<file path="src/rtl/disp_blank_pkg.sv">
package disp_blank_pkg;
  localparam int BEAM_W = 9;
  typedef logic [BEAM_W-1:0] beam_t;

  typedef enum logic [1:0] {VAR_OLD = 2'd0, VAR_MID = 2'd1, VAR_NEW = 2'd2} chip_var_e;
  typedef enum logic [1:0] {BM_HARD = 2'd0, BM_PROG = 2'd1, BM_OPEN = 2'd2} blk_mode_e;

  typedef struct packed {
    chip_var_e var_sel;
    logic      enh;
    logic      xblk;
    beam_t     hb_first;
    beam_t     hb_past;
  } line_cfg_t;

  // Half-open column span [first, past); wraps through column 0 when first > past.
  function automatic logic in_span(beam_t pos, beam_t first, beam_t past);
    if (first <= past) return (pos >= first) && (pos < past);
    return (pos >= first) || (pos < past);
  endfunction

  function automatic chip_var_e map_var(logic [1:0] code);
    case (code)
      2'd0:    return VAR_OLD;
      2'd1:    return VAR_MID;
      default: return VAR_NEW;
    endcase
  endfunction

  // Line ends between the strobe and the first blanked line.
  function automatic logic [1:0] vb_lines(chip_var_e v);
    return (v == VAR_MID) ? 2'd2 : 2'd1;
  endfunction

  function automatic blk_mode_e pick_mode(line_cfg_t c);
    case (c.var_sel)
      VAR_MID: return (c.enh && !c.xblk) ? BM_OPEN : BM_HARD;
      VAR_NEW: return (c.enh && c.xblk) ? BM_PROG : BM_HARD;
      default: return BM_HARD;
    endcase
  endfunction
endpackage

</file>
<file path="src/rtl/disp_blank_cfg.sv">
module disp_blank_cfg
  import disp_blank_pkg::*;
(
  input  logic      clk,
  input  logic      rst_n,
  input  logic      line_end,
  input  line_cfg_t cfg_in,
  output line_cfg_t cfg_q
);
  always_ff @(posedge clk) begin
    if (!rst_n) begin
      cfg_q <= '{var_sel: VAR_OLD, enh: 1'b0, xblk: 1'b0, hb_first: '0, hb_past: '0};
    end else if (line_end) begin
      cfg_q <= cfg_in;
    end
  end
endmodule

</file>
<file path="src/rtl/disp_blank_vtrack.sv">
module disp_blank_vtrack
  import disp_blank_pkg::*;
#(
  parameter int VB_END_LINE = 25
) (
  input  logic      clk,
  input  logic      rst_n,
  input  logic      line_end,
  input  logic      strobe,
  input  beam_t     vpos,
  input  chip_var_e var_sel,
  output logic      vb_active
);
  localparam beam_t END_LINE = beam_t'(VB_END_LINE);

  logic [1:0] lines_left;
  logic [1:0] eff_left;

  always_comb eff_left = strobe ? vb_lines(var_sel) : lines_left;

  always_ff @(posedge clk) begin
    if (!rst_n) begin
      vb_active  <= 1'b0;
      lines_left <= '0;
    end else if (line_end) begin
      if (eff_left == 2'd1) begin
        vb_active  <= 1'b1;
        lines_left <= '0;
      end else begin
        if (vpos == END_LINE) vb_active <= 1'b0;
        lines_left <= (eff_left == 2'd0) ? 2'd0 : eff_left - 2'd1;
      end
    end else begin
      lines_left <= eff_left;
    end
  end
endmodule

</file>
<file path="src/rtl/disp_blank_hsel.sv">
module disp_blank_hsel
  import disp_blank_pkg::*;
#(
  parameter int HW_HB_START = 210,
  parameter int HW_HB_STOP  = 40,
  parameter int SG_START    = 18,
  parameter int SG_STOP     = 34
) (
  input  beam_t     hpos,
  input  line_cfg_t cfg,
  output logic      hw_hblank,
  output logic      prog_hblank,
  output logic      sync_guard
);
  localparam beam_t HW_FIRST_OLD = beam_t'(HW_HB_START);
  localparam beam_t HW_FIRST_EXT = beam_t'(HW_HB_START + 1);
  localparam beam_t HW_PAST      = beam_t'(HW_HB_STOP);
  localparam beam_t SG_FIRST     = beam_t'(SG_START);
  localparam beam_t SG_PAST      = beam_t'(SG_STOP);

  beam_t hw_first;

  always_comb begin
    hw_first    = (cfg.var_sel == VAR_OLD) ? HW_FIRST_OLD : HW_FIRST_EXT;
    hw_hblank   = in_span(hpos, hw_first, HW_PAST);
    prog_hblank = in_span(hpos, cfg.hb_first, cfg.hb_past);
    sync_guard  = in_span(hpos, SG_FIRST, SG_PAST);
  end
endmodule

</file>
<file path="src/rtl/disp_blank_gen.sv">
module disp_blank_gen
  import disp_blank_pkg::*;
#(
  parameter int H_TOTAL     = 227,
  parameter int HW_HB_START = 210,
  parameter int HW_HB_STOP  = 40,
  parameter int SG_START    = 18,
  parameter int SG_STOP     = 34,
  parameter int VB_END_LINE = 25
) (
  input  logic              clk,
  input  logic              rst_n,
  input  logic [BEAM_W-1:0] hpos,
  input  logic [BEAM_W-1:0] vpos,
  input  logic              vb_strobe,
  input  logic [BEAM_W-1:0] hb_start,
  input  logic [BEAM_W-1:0] hb_stop,
  input  logic              enh_en,
  input  logic              ext_blk_en,
  input  logic [1:0]        variant,
  output logic              blank,
  output logic              border_only
);
  localparam beam_t LINE_LAST  = beam_t'(H_TOTAL - 1);
  localparam beam_t BORDER_COL = beam_t'(HW_HB_START);

  line_cfg_t cfg_in, cfg_q;
  logic      line_end;
  logic      vb_active;
  logic      hw_hblank, prog_hblank, sync_guard;
  blk_mode_e mode;

  always_comb begin
    line_end = (hpos == LINE_LAST);
    cfg_in   = '{var_sel: map_var(variant), enh: enh_en, xblk: ext_blk_en,
                 hb_first: hb_start, hb_past: hb_stop};
  end

  disp_blank_cfg cfg_i (
    .clk(clk), .rst_n(rst_n), .line_end(line_end), .cfg_in(cfg_in), .cfg_q(cfg_q)
  );

  disp_blank_vtrack #(.VB_END_LINE(VB_END_LINE)) vtrack_i (
    .clk(clk), .rst_n(rst_n), .line_end(line_end), .strobe(vb_strobe),
    .vpos(vpos), .var_sel(cfg_q.var_sel), .vb_active(vb_active)
  );

  disp_blank_hsel #(
    .HW_HB_START(HW_HB_START), .HW_HB_STOP(HW_HB_STOP),
    .SG_START(SG_START), .SG_STOP(SG_STOP)
  ) hsel_i (
    .hpos(hpos), .cfg(cfg_q), .hw_hblank(hw_hblank),
    .prog_hblank(prog_hblank), .sync_guard(sync_guard)
  );

  always_comb begin
    mode = pick_mode(cfg_q);
    case (mode)
      BM_PROG: blank = prog_hblank | vb_active;
      BM_OPEN: blank = sync_guard;
      default: blank = hw_hblank | vb_active;
    endcase
    border_only = !blank && (hpos == BORDER_COL);
  end
endmodule

</file>
<file path="config.mk">
export PLATFORM = sky130hd
export DESIGN_NAME = disp_blank_gen
export DESIGN_NICKNAME = d
export VERILOG_FILES = /design/src/rtl/disp_blank_pkg.sv /design/src/rtl/disp_blank_cfg.sv /design/src/rtl/disp_blank_vtrack.sv /design/src/rtl/disp_blank_hsel.sv /design/src/rtl/disp_blank_gen.sv
export SDC_FILE = /design/constraint.sdc
export NUM_CORES = 1
export LEC_CHECK = 0
export BUFFER_PORTS_ARGS = -buffer_cell sky130_fd_sc_hd__buf_2
export CAP_MARGIN = 10
export CORE_UTILIZATION = 38
export DETAILED_ROUTE_END_ITERATION = 7
export GPL_ROUTABILITY_DRIVEN = 0
export GPL_TIMING_DRIVEN = 0
export SLEW_MARGIN = 30
export SYNTH_ARGS = -nofsm -noshare
export SYNTH_HDL_FRONTEND = slang
export SYNTH_HIERARCHICAL = 1
export SYNTH_SLANG_ARGS = --single-unit
</file>
<file path="constraint.sdc">
create_clock -name clk -period 2.7 [get_ports clk]
set_input_delay 0.54 -clock clk [delete_from_list [all_inputs] [get_ports clk]]
set_output_delay 0.54 -clock clk [all_outputs]
set_load 0.01 [all_outputs]
</file>
; ---- Word-level counts from Yosys, hierarchy flattened
; Index checks and enable logic that the tools add are counted.
[op_classes]
n_addsub = 1
magnitude_cmp = 8
eq_ne = 9
muxes = 19
bitwise_logic = 2
n_reduce_logical = 15
[op_table]
columns = operator, count
row1 = $eq A9 B8 Y1 const B, 2
row2 = $ge A9 B9 Y1, 2
row3 = $lt A9 B6 Y1 const B, 2
row4 = $mux W2, 6
row5 = $mux W1, 10
row6 = $eq A9 B5 Y1 const B, 1
row7 = $ge A9 B5 Y1 const B, 1
row8 = $le A9 B6 Y1 const B, 1
row9 = $le A9 B9 Y1, 1
row10 = $lt A9 B9 Y1, 1
row11 = $eq A2 B1 Y1 const B, 4
row12 = $pmux W2 S2, 2
row13 = $logic_and A1 B1 Y1, 6
row14 = $logic_not A2 Y1, 3
row15 = $eq A2 B2 Y1 const B, 2
row16 = $logic_not A1 Y1, 2
row17 = $logic_or A1 B1 Y1, 2
row18 = $or A1 B1 Y1, 2
row19 = $pmux W1 S2, 1
row20 = $reduce_and A2 Y1, 1
row21 = $reduce_bool A2 Y1, 1
row22 = $sub A2 B1 Y2 const B, 1
[totals]
register_bits = 25
word_cells = 61

; ---- Longest topological paths before layout
; Gate-level depths: netlist (run 1).
[depth]
word_depth = 10
ltp_mapped = 10

; ---- By module
; Netlist (run 1), hierarchy kept.
[modules_own_cells]
columns = module, n_inst, cells_per_inst, area_per_inst_um2, seq_area_each_um2
row1 = disp_blank_cfg, 1, 71, 857.1, 440.4
row2 = disp_blank_hsel, 1, 94, 705.7, 0.0
row3 = disp_blank_vtrack, 1, 22, 187.7, 60.1
row4 = disp_blank_gen, 1, 18, 136.4, 0.0

; ---- Worst setup path before layout (run 1)
; OpenSTA, ideal clock, no wires.
[synth_path]
path_type = input to output
startpoint = input port hpos[7]
endpoint = output port border_only
arrival_ns = 2.297
required_time_ns = 2.160
setup_slack_ns = -0.137
path_stages = 9
path_cell_list = ha_1 a21oi_1 nand2_1 a221oi_1 o21ai_0 maj3_1 and4_1 a21oi_1 o2111a_1
[synth_between]
elab_chain_cells = 8
word_cells_on_any_way = 21
[synth_lines]
columns = element, line
row1 = from (decl), disp_blank_gen.sv:13  ; input logic [BEAM_W-1:0] hpos,
row2 = $ge A9 B9 Y1 or $lt A9 B9 Y1 (tied branches), "disp_blank_pkg.sv:18, disp_blank_pkg.sv:19"
row3 = $logic_and A1 B1 Y1, disp_blank_pkg.sv:18  ; if (first <= past) return (pos >= first) && (pos < past);
row4 = $mux W1, disp_blank_pkg.sv:18
row5 = $mux W1 *, disp_blank_pkg.sv:19  ; return (pos >= first) || (pos < past);
row6 = named net prog_hblank, disp_blank_gen.sv:30  ; logic hw_hblank, prog_hblank, sync_guard;
row7 = $or A1 B1 Y1 *, disp_blank_gen.sv:59  ; BM_PROG: blank = prog_hblank | vb_active;
row8 = $pmux W1 S2 *, disp_blank_gen.sv:58  ; case (mode)
row9 = $logic_not A1 Y1 *, disp_blank_gen.sv:63  ; border_only = !blank && (hpos == BORDER_COL);
row10 = $logic_and A1 B1 Y1 *, disp_blank_gen.sv:63
row11 = to (decl), disp_blank_gen.sv:22  ; output logic border_only
; Mark *: on every way through the listed nets, which the timed path passes. The rest lies on a longest branch. The select of a mux whose other input is x is not followed.

; ---- Worst setup path after layout (run 1)
[layout_path]
startpoint = register, netlist name cfg_i/cfg_q[15]
endpoint = output port border_only
[layout_between]
elab_chain_cells = 8
word_cells_on_any_way = 11
[layout_lines]
columns = element, line
row1 = $ge A9 B9 Y1, "disp_blank_pkg.sv:18, disp_blank_pkg.sv:19"
row2 = $logic_and A1 B1 Y1, disp_blank_pkg.sv:18
row3 = $mux W1, disp_blank_pkg.sv:18
row4 = $mux W1 *, disp_blank_pkg.sv:19
row5 = named net prog_hblank, disp_blank_gen.sv:30
row6 = $or A1 B1 Y1 *, disp_blank_gen.sv:59
row7 = $pmux W1 S2 *, disp_blank_gen.sv:58
row8 = $logic_not A1 Y1 *, disp_blank_gen.sv:63
row9 = $logic_and A1 B1 Y1 *, disp_blank_gen.sv:63
; Marked as above.

==> results.cfg, run 1 <==
[synth]
ys_seq_elements = 25
yosysMostFrequentCell = ha_1
synthFlopType = dfxtp_1
yosys-top-cells-area = dfxtp_1, ha_1, mux2i_1, nor2b_1, inv_1
netlist_instances = 205
synthArstFlopShare = 0
syn_nets = 277
ys_types = 43
synth_seq_area_share = 0.265
synthTopCellsByCount = ha_1, nor2b_1, dfxtp_1, mux2i_1, inv_1
synth.avg_cell_area_sq_um = 9.20
synth_enable_flop_cells = 0
yosysTopAreaCellShare = 0.265
syn_area_sq_um = 1890
ys.warnings.count = 6
synth_top_cell_by_area = dfxtp_1

[floorplan]
dieArea_sq_um = 5250
die_h_um = 72.5
core_sq_um = 4750
start_util = 0.397
die_width_um = 72.5
rows = 25
io_pins = 45

[power_and_ir_drop]
switching_power_mw = 0.181
power.density_nw_per_um2 = 294
swShare = 0.253
pwr-share-seq = 0.517
internal_power_mw = 0.536
p_leak_nw = 0.914
p_clk_frac = 0.322
power_mw = 0.718
power_frac_comb = 0.160
peakVddDrop_mv = 0.171

[grt]
grt_antenna_before_repair = 0
use_met1 = 0.225
grt_pass1_wl_um = 6760
grt_pass1_vias = 1488
grt_max_degree = 16
grt_remaining_overflow = 0
grt_use_met2 = 0.273
met3_usage = 0.0181
grt-busiest-layer = met2
track_usage = 0.163

[cts]
cts_num_sinks = 25
cts_buffers = 3
root_buffer = clkbuf_8
clk_pin_slew_ns = 0.10
clockBufferDepth = 2
htreeDepth = 1
ctsHoldBuffers = 0
cts_tree = done
clk-insertion-delay-late_ns = 0.27

[sta]
finalHoldViolations = 0
fin_hold_ws_ns = 0.494
tightest_slew_ns = 0.441
tns_ns = -0.442
period_share = 1.09
fmax_mhz = 341
slew_viol_final = 0
finalWorstSetupSlack_ns = -0.236
rsz0062_at_grt = yes
slew_headroom = 0.706
skew_ns = 0.00114
setup_violations = 2
finalCriticalPeriod_ns = 2.94

[route]
ant_nets = 0
firstDrtPassIters = 4
routed_via_density = 4.98
drc_errors = 0
num_vias = 1604
totalWireLength_um = 4060
drt_iter0_markers = 76
wl_per_cell_um = 12.6

[critical_path]
endpoint_kind = output port
crit_required_ns = 2.16
crit_type = flip-flop to output port
reg2reg_depth = 3
regToRegStartpoint = cfg_i/cfg_q[21]$_SDFFE_PN0P_
rr_endpoint = vtrack_i/lines_left[0]$_SDFF_PN0_
cp_max_fo = 3
cp.arrival_ns = 2.40
worst_setup_path_start_kind = flip-flop
reg2reg_slack_ns = 1.57

[hold_path]
hold_end = vtrack_i/vb_active$_SDFFE_PN0P_
hold_class = flip-flop to flip-flop
hold_depth = 2
hold_start = vtrack_i/vb_active$_SDFFE_PN0P_

[cells_and_area]
fillerInstances = 488
design_area_sq_um = 2440
fin_nets = 328
multi_input_area_sq_um = 1400
diodes = 0
regArea_sq_um = 517
layout.cells.non_filler = 322
area_growth_pct = 29.4
drive_gt1_frac = 0.365
final_core_util = 0.514

[placement]
dp_hpwl_um = 3160
place_ws_ns = -0.413
port-buffer-count = 44
placed_cells = 316
place_area_sq_um = 2200

[flow_run]
maxCapViolCount = 0

[run_status]
violations = setup timing
status = finished, violations left
flip-flops by register name (all words and copies together) (netlist names):
register	count
vtrack_i/lines_left	2
cfg_i/cfg_q	22
vtrack_i/vb_active	1
critical path: stages (launching register included):
cell and delay (ns):
dfxtp_2 0.35, buf_6 0.11, ha_4 0.25, nand4_1 0.14, nor3_1 0.19, o21ba_2 0.19
maj3_2 0.31, and4_1 0.16, a21oi_2 0.11, o2111a_1 0.18, buf_2 0.13
worst max-delay path by stage:
stage          slack (ns)  cells past startpoint                    startpoint     endpoint
2_1_floorplan        0.01                      9                       hpos[6]  border_only
3_3_place_gp        -0.40                     11                       hpos[6]  border_only
3_5_place_dp        -0.41                     11                       hpos[6]  border_only
4_1_cts             -0.23                     11   cfg_i/cfg_q[6]$_SDFFE_PN0P_  border_only
5_1_grt             -0.36                     11   cfg_i/cfg_q[6]$_SDFFE_PN0P_  border_only
6_report            -0.24                     10  cfg_i/cfg_q[15]$_SDFFE_PN0P_  border_only
power groups by stage:
| stage | Combinational (mW) | Clock [mW] | Sequential (mW) |
|---|---|---|---|
| 4_1_cts | 0.116 | 0.246 | 0.371 |
| 6_report | 0.115 | 0.231 | 0.371 |
| 3_5_place_dp | 0.104 | 0 | 0.380 |
| 5_1_grt | 0.129 | 0.256 | 0.372 |
| 3_3_place_gp | 0.103 | 0 | 0.380 |
| 2_1_floorplan | 0.0494 | 0 | 0.380 |
cell families after synthesis:
group / synth area share
muxes: 0.117
and+or+nand+nor: 0.221
AOI/OAI and AO/OA: 0.126
buffers and inverters: 0.0729
adders and majority gates: 0.198
DFF: 0.265
final cells by class:
cell class	instances	area share
Multi-Input combinational cell	154	0.571
Sequential cell	25	0.212
Timing Repair Buffer	46	0.106
Tap cell	67	0.0343
Inverter	20	0.0318
Buffer	6	0.0256
Clock buffer	3	0.0169
Clock inverter	1	0.00307
layout by cell type (no fill, tap or decap), drive strengths merged, types with 6 or more instances in the layout:
cell | Yosys | final
buf | 3 | 49
ha | 29 | 29
nor2b | 26 | 26
dfxtp | 25 | 25
mux2i | 22 | 22
inv | 20 | 20
a21oi | 10 | 10
o21ai | 9 | 9
nand2 | 8 | 8
clkbuf | 3 | 6
repair_timing:
item                                    CTS  global route
endpoints found under the setup margin    2             2
gates resized for setup                  40             0
gates cloned                              0             0
buffers inserted                          2             0
pin swaps                                17             0
layer usage:
layer  vias to the layer above  share of wire
met3                         2          0.042
met5                         -              0
met4                         0         0.0064
li1                        833              -
met2                        39           0.46
met1                       730           0.49
Note: power is estimated with default switching activity, not from simulation.
==> run 2: changes to the inputs <==
- CORE_ASPECT_RATIO: unset -> 1.25
==> run 2 against run 1 <==
The flow still finishes with violations (setup timing). Clock skew up 0.0014 ns. Combinational power about the same. Non-clock buffer count up 1. Global-route usage up 0.64 points. Register-to-register slack worse by 0.07 ns. Hold slack worse by 0.0064 ns. First-iteration DRC count up 6.6%. Clock power about the same.
==> results.cfg, run 2 (synthesis gave the netlist of run 1 again) <==
[run_status]
status = finished, violations left
violations = setup timing

[grt]
grt_remaining_overflow = 0
track_usage = 0.170
grt_pass1_vias = 1486
grt_antenna_before_repair = 0
grt_pass1_wl_um = 6810
grt_max_degree = 15

[critical_path]
slowest_delay_ns = 0.33
cp_max_fo = 2
startpoint = cfg_i/cfg_q[2]$_SDFFE_PN0P_
critPathBufInv = 2
worst_setup_path_start_kind = flip-flop
cp.arrival_ns = 2.42
cp_slowest_cell = dfxtp_2
endpoint_kind = output port
reg2reg_depth = 3
rr_endpoint = vtrack_i/lines_left[0]$_SDFF_PN0_
crit_required_ns = 2.16
crit_type = flip-flop to output port
reg2reg_slack_ns = 1.50
crit_chain = inv_1 > ha_1 > nand3_2 > o21bai_1 > a31oi_1 > o21ba_2 > maj3_2 > and4_1 > a21oi_2 > o2111a_1 > buf_2
path_delay_family = compound AO/OA/AOI/OAI gates
crit_path_end = border_only
regToRegStartpoint = cfg_i/cfg_q[21]$_SDFFE_PN0P_
crit_cells = 11

[floorplan]
io_pins = 45
dieArea_sq_um = 5250
rows = 28
die_h_um = 80.8
die_width_um = 65.0
start_util = 0.396
core_sq_um = 4760

[route]
firstDrtPassIters = 4
totalWireLength_um = 4270
drt_iter0_markers = 81
wl_per_cell_um = 13.5
num_vias = 1587
ant_nets = 0
routed_via_density = 5.02
drc_errors = 0

[cts]
cts_buffers = 3
root_buffer = clkbuf_8
ctsHoldBuffers = 0
cts_num_sinks = 25
htreeDepth = 1
clk-insertion-delay-late_ns = 0.27
clk_pin_slew_ns = 0.09
clockBufferDepth = 2
cts_tree = done

[sta]
period_share = 1.10
fmax_mhz = 337
rsz0062_at_grt = yes
tightest_slew_ns = 0.436
finalWorstSetupSlack_ns = -0.264
slew_viol_final = 0
finalCriticalPeriod_ns = 2.96
slew_headroom = 0.709
skew_ns = 0.00253
finalHoldViolations = 0
tns_ns = -0.498
setup_violations = 2

[cells_and_area]
mostFrequentLayoutCells = buf_2, nor2b_1, mux2i_1
fin_nets = 329
largest_reg_flops = 22
top_register = cfg_i/cfg_q
final_core_util = 0.520
area_growth_pct = 31.2
reg_top3 = cfg_i/cfg_q x22, vtrack_i/lines_left x2, vtrack_i/vb_active x1
final_common_cell = buf_2
diodes = 0
drive_gt1_frac = 0.379

[placement]
dp_hpwl_um = 3180
port-buffer-count = 44

[power_and_ir_drop]
power.density_nw_per_um2 = 289
peakVddDrop_mv = 0.158
p_leak_nw = 0.927

[hold_path]
hold_class = flip-flop to flip-flop

[flow_run]
maxCapViolCount = 0
-- run 2: cell types whose count changed in the layout (fill, tap and decap cells not counted), sizes merged --
cell and change:
clkinv +1, clkinvlp -1, buf +1
-- run 2: through the flow --
| step | power (mW) | cells | instance area [sq um] | hold slack [ns] | setup slack, ns |
|---|---|---|---|---|---|
| floorplan | 0.429 | 205 | 1900 | 0.446 | 0.0100 |
| detailed placement | 0.484 | 309 | 2190 | 0.474 | -0.414 |
| CTS | 0.726 | 315 | 2430 | 0.489 | -0.241 |
| finish | 0.715 | 316 | 2480 | 0.488 | -0.264 |
| global placement | 0.482 | 309 | 2190 | 0.470 | -0.419 |
| global route | 0.764 | 316 | 2480 | 0.512 | -0.436 |
-- run 2: worst reg2reg max path: stages, from the launching register on --
cell      delay [ns]
dfxtp_1         0.42
and3b_4         0.24
or3_1           0.34
a21boi_1        0.15
-- run 2: cell type report --
| class | instances | area (sq um) |
|---|---|---|
| Buffer | 6 | 62.6 |
| Clock buffer | 3 | 41.3 |
| Clock inverter | 1 | 5.00 |
| Fill cell | 474 | 2290 |
| Inverter | 20 | 77.6 |
| Multi-Input combinational cell | 154 | 1430 |
| Sequential cell | 25 | 520 |
| Tap cell | 60 | 75.1 |
| Timing Repair Buffer | 47 | 268 |
-- run 2: worst min path at each step --
stage	from	cells past startpoint	endpoint
after floorplan	vtrack_i/vb_active$_SDFFE_PN0P_	2	vtrack_i/vb_active$_SDFFE_PN0P_
after global placement	vtrack_i/vb_active$_SDFFE_PN0P_	2	vtrack_i/vb_active$_SDFFE_PN0P_
after detailed placement	vtrack_i/vb_active$_SDFFE_PN0P_	2	vtrack_i/vb_active$_SDFFE_PN0P_
after CTS	vtrack_i/vb_active$_SDFFE_PN0P_	2	vtrack_i/vb_active$_SDFFE_PN0P_
after global routing	enh_en	3	cfg_i/cfg_q[19]$_SDFFE_PN0P_
final	vtrack_i/vb_active$_SDFFE_PN0P_	2	vtrack_i/vb_active$_SDFFE_PN0P_
-- run 2: per-layer routing --
layer / track usage / vias up / part of all wire
met5: 0 / - / 0
met4: 0.0500 / 0 / 0.0073
met2: 0.309 / 27 / 0.52
li1: - / 829 / -
met1: 0.207 / 727 / 0.44
met3: 0.0211 / 4 / 0.027
-- run 2: report_power, final --
part	switching [mW]	total, mW	internal [mW]
Combinational	0.0539	0.118	0.0642
Clock	0.125	0.228	0.103
Sequential	0.00144	0.369	0.368
-- run 2: timing repair --
action	4_1_cts	5_1_grt
buffers inserted	2	1
resized for setup	37	9
pin swaps	14	8
endpoints found under the setup margin	2	2
==> run 3: changes to the inputs <==
- CELL_PAD_IN_SITES_DETAIL_PLACEMENT: unset -> 0
- CELL_PAD_IN_SITES_GLOBAL_PLACEMENT: unset -> 1
- MAX_ROUTING_LAYER: unset -> met4
- PLACE_DENSITY_LB_ADDON: unset -> 0.1
- clock period: 2.7 -> 3.3 ns (I/O delays scaled with it)
==> run 3 against run 2 <==
The flow now finishes without violations. Utilization down 3.1 points. Sequential share of layout area is 0.47 points higher. Flip-flop and latch count unchanged. Via count down 2.6%. Critical path depth stayed put. Hold slack about the same. Setup slack better by 0.33 ns. Clock-buffer cell count unchanged. Largest cell class unchanged.
==> results.cfg, run 3 (synthesis gave the netlist of run 1 again) <==
[placement]
placed_cells = 309
place_area_sq_um = 2180
dp_hpwl_um = 3200
port-buffer-count = 44

[grt]
grt_pass1_vias = 1445
track_usage = 0.167
grt_remaining_overflow = 0
grt_max_degree = 15
grt_antenna_before_repair = 0
grt_pass1_wl_um = 6530

[sta]
tns_ns = 0
setup_violations = 0
tightest_slew_ns = 0.545
skew_ns = 0.000513
period_share = 0.979
slew_headroom = 0.636
finalHoldViolations = 0
fmax_mhz = 310
slew_viol_final = 0
finalCriticalPeriod_ns = 3.23

[route]
num_vias = 1545
ant_nets = 0
firstDrtPassIters = 4
totalWireLength_um = 4160
wl_per_cell_um = 13.3
drc_errors = 0
drt_iter0_markers = 50
routed_via_density = 4.94

[cells_and_area]
final_common_cell = buf_2
reg_top3 = cfg_i/cfg_q x22, vtrack_i/lines_left x2, vtrack_i/vb_active x1
top_register = cfg_i/cfg_q
drive_gt1_frac = 0.285
fillerInstances = 495
diodes = 0
design_area_sq_um = 2330
mostFrequentLayoutCells = buf_2, nor2b_1, dfxtp_1
area_growth_pct = 23.4
largest_reg_flops = 22
layout.cells.non_filler = 313
fin_nets = 326

[power_and_ir_drop]
power_mw = 0.583
power.density_nw_per_um2 = 251
peakVddDrop_mv = 0.137
p_leak_nw = 0.881

[floorplan]
core_sq_um = 4760
io_pins = 45
rows = 28
start_util = 0.396
dieArea_sq_um = 5250
die_width_um = 65.0
die_h_um = 80.8

[critical_path]
crit_type = input pin to output port
endpoint_kind = output port
crit_required_ns = 2.64
cp.arrival_ns = 2.57
worst_setup_path_start_kind = input pin
cp_max_fo = 6

[cts]
cts_setup_buffers = 0
cts_tree = done
clk-insertion-delay-late_ns = 0.27
clk_pin_slew_ns = 0.09
ctsHoldBuffers = 0
cts_num_sinks = 25
cts_buffers = 3
htreeDepth = 1
root_buffer = clkbuf_8
clockBufferDepth = 2

[flow_run]
maxCapViolCount = 0

[hold_path]
hold_class = flip-flop to flip-flop

[run_status]
status = finished, final reports clean
## run 3: cell count changes in the layout (fill, tap and decap cells not counted), moves of 3 or more
cell and delta:
dfxtp_2 -10, buf_6 -3, dfxtp_1 +12, ha_1 +7, ha_4 -7, inv_1 +3
## run 3: per-stage QoR
step,utilization,hold slack (ns),setup slack (ns)
after floorplan,-,0.446,0.223
after global placement,0.458,0.474,-0.219
after detailed placement,0.458,0.479,-0.215
after CTS,0.478,0.496,0.00505
after global routing,0.489,0.516,-0.0334
final,0.489,0.488,0.0698
## run 3: layout make-up
| cell class | count | area (sq um) | share of cell area |
|---|---|---|---|
| Timing Repair Buffer | 44 | 229 | 0.0983 |
| Clock buffer | 3 | 41.3 | 0.0177 |
| Clock inverter | 1 | 5.00 | 0.00215 |
| Sequential cell | 25 | 500 | 0.215 |
| Tap cell | 60 | 75.1 | 0.0322 |
| Inverter | 20 | 75.1 | 0.0322 |
| Buffer | 6 | 62.6 | 0.0269 |
| Multi-Input combinational cell | 154 | 1340 | 0.575 |
## run 3: worst paths after layout
check / depth (start not counted) / slack (ns) / endpoint / start
worst min-delay path: 2 / 0.49 / vtrack_i/vb_active$_SDFFE_PN0P_ / vtrack_i/vb_active$_SDFFE_PN0P_
worst max register to register: 3 / 2.11 / vtrack_i/lines_left[0]$_SDFF_PN0_ / cfg_i/cfg_q[21]$_SDFFE_PN0P_
worst min register to register: 2 / 0.49 / vtrack_i/vb_active$_SDFFE_PN0P_ / vtrack_i/vb_active$_SDFFE_PN0P_
worst max-delay path: 11 / 0.07 / border_only / hpos[6]
## run 3: timing repair
item	4_1_cts	5_1_grt
endpoints found under the setup margin	2	2
pin swaps	1	10
resized for setup	7	13
## run 3: layer usage
layer  routed length, um  global-route usage
met1                2000               0.205
met2                2000               0.291
met3                 130              0.0169
met4                  29              0.0457
met5                   0                   -
## run 3: worst max-delay path, cell delays in order
cell,delay (ns)
buf_6,0.12
ha_4,0.23
a21o_1,0.16
a21o_1,0.17
a221o_1,0.34
a31oi_2,0.17
maj3_2,0.23
and4_1,0.18
a21oi_2,0.04
o2111a_1,0.14
buf_2,0.14
## run 3: power by group
group	internal (mW)	total, mW	switching [mW]
combinational	0.0502	0.0951	0.0449
clock	0.0844	0.184	0.100
sequential	0.303	0.304	0.00108
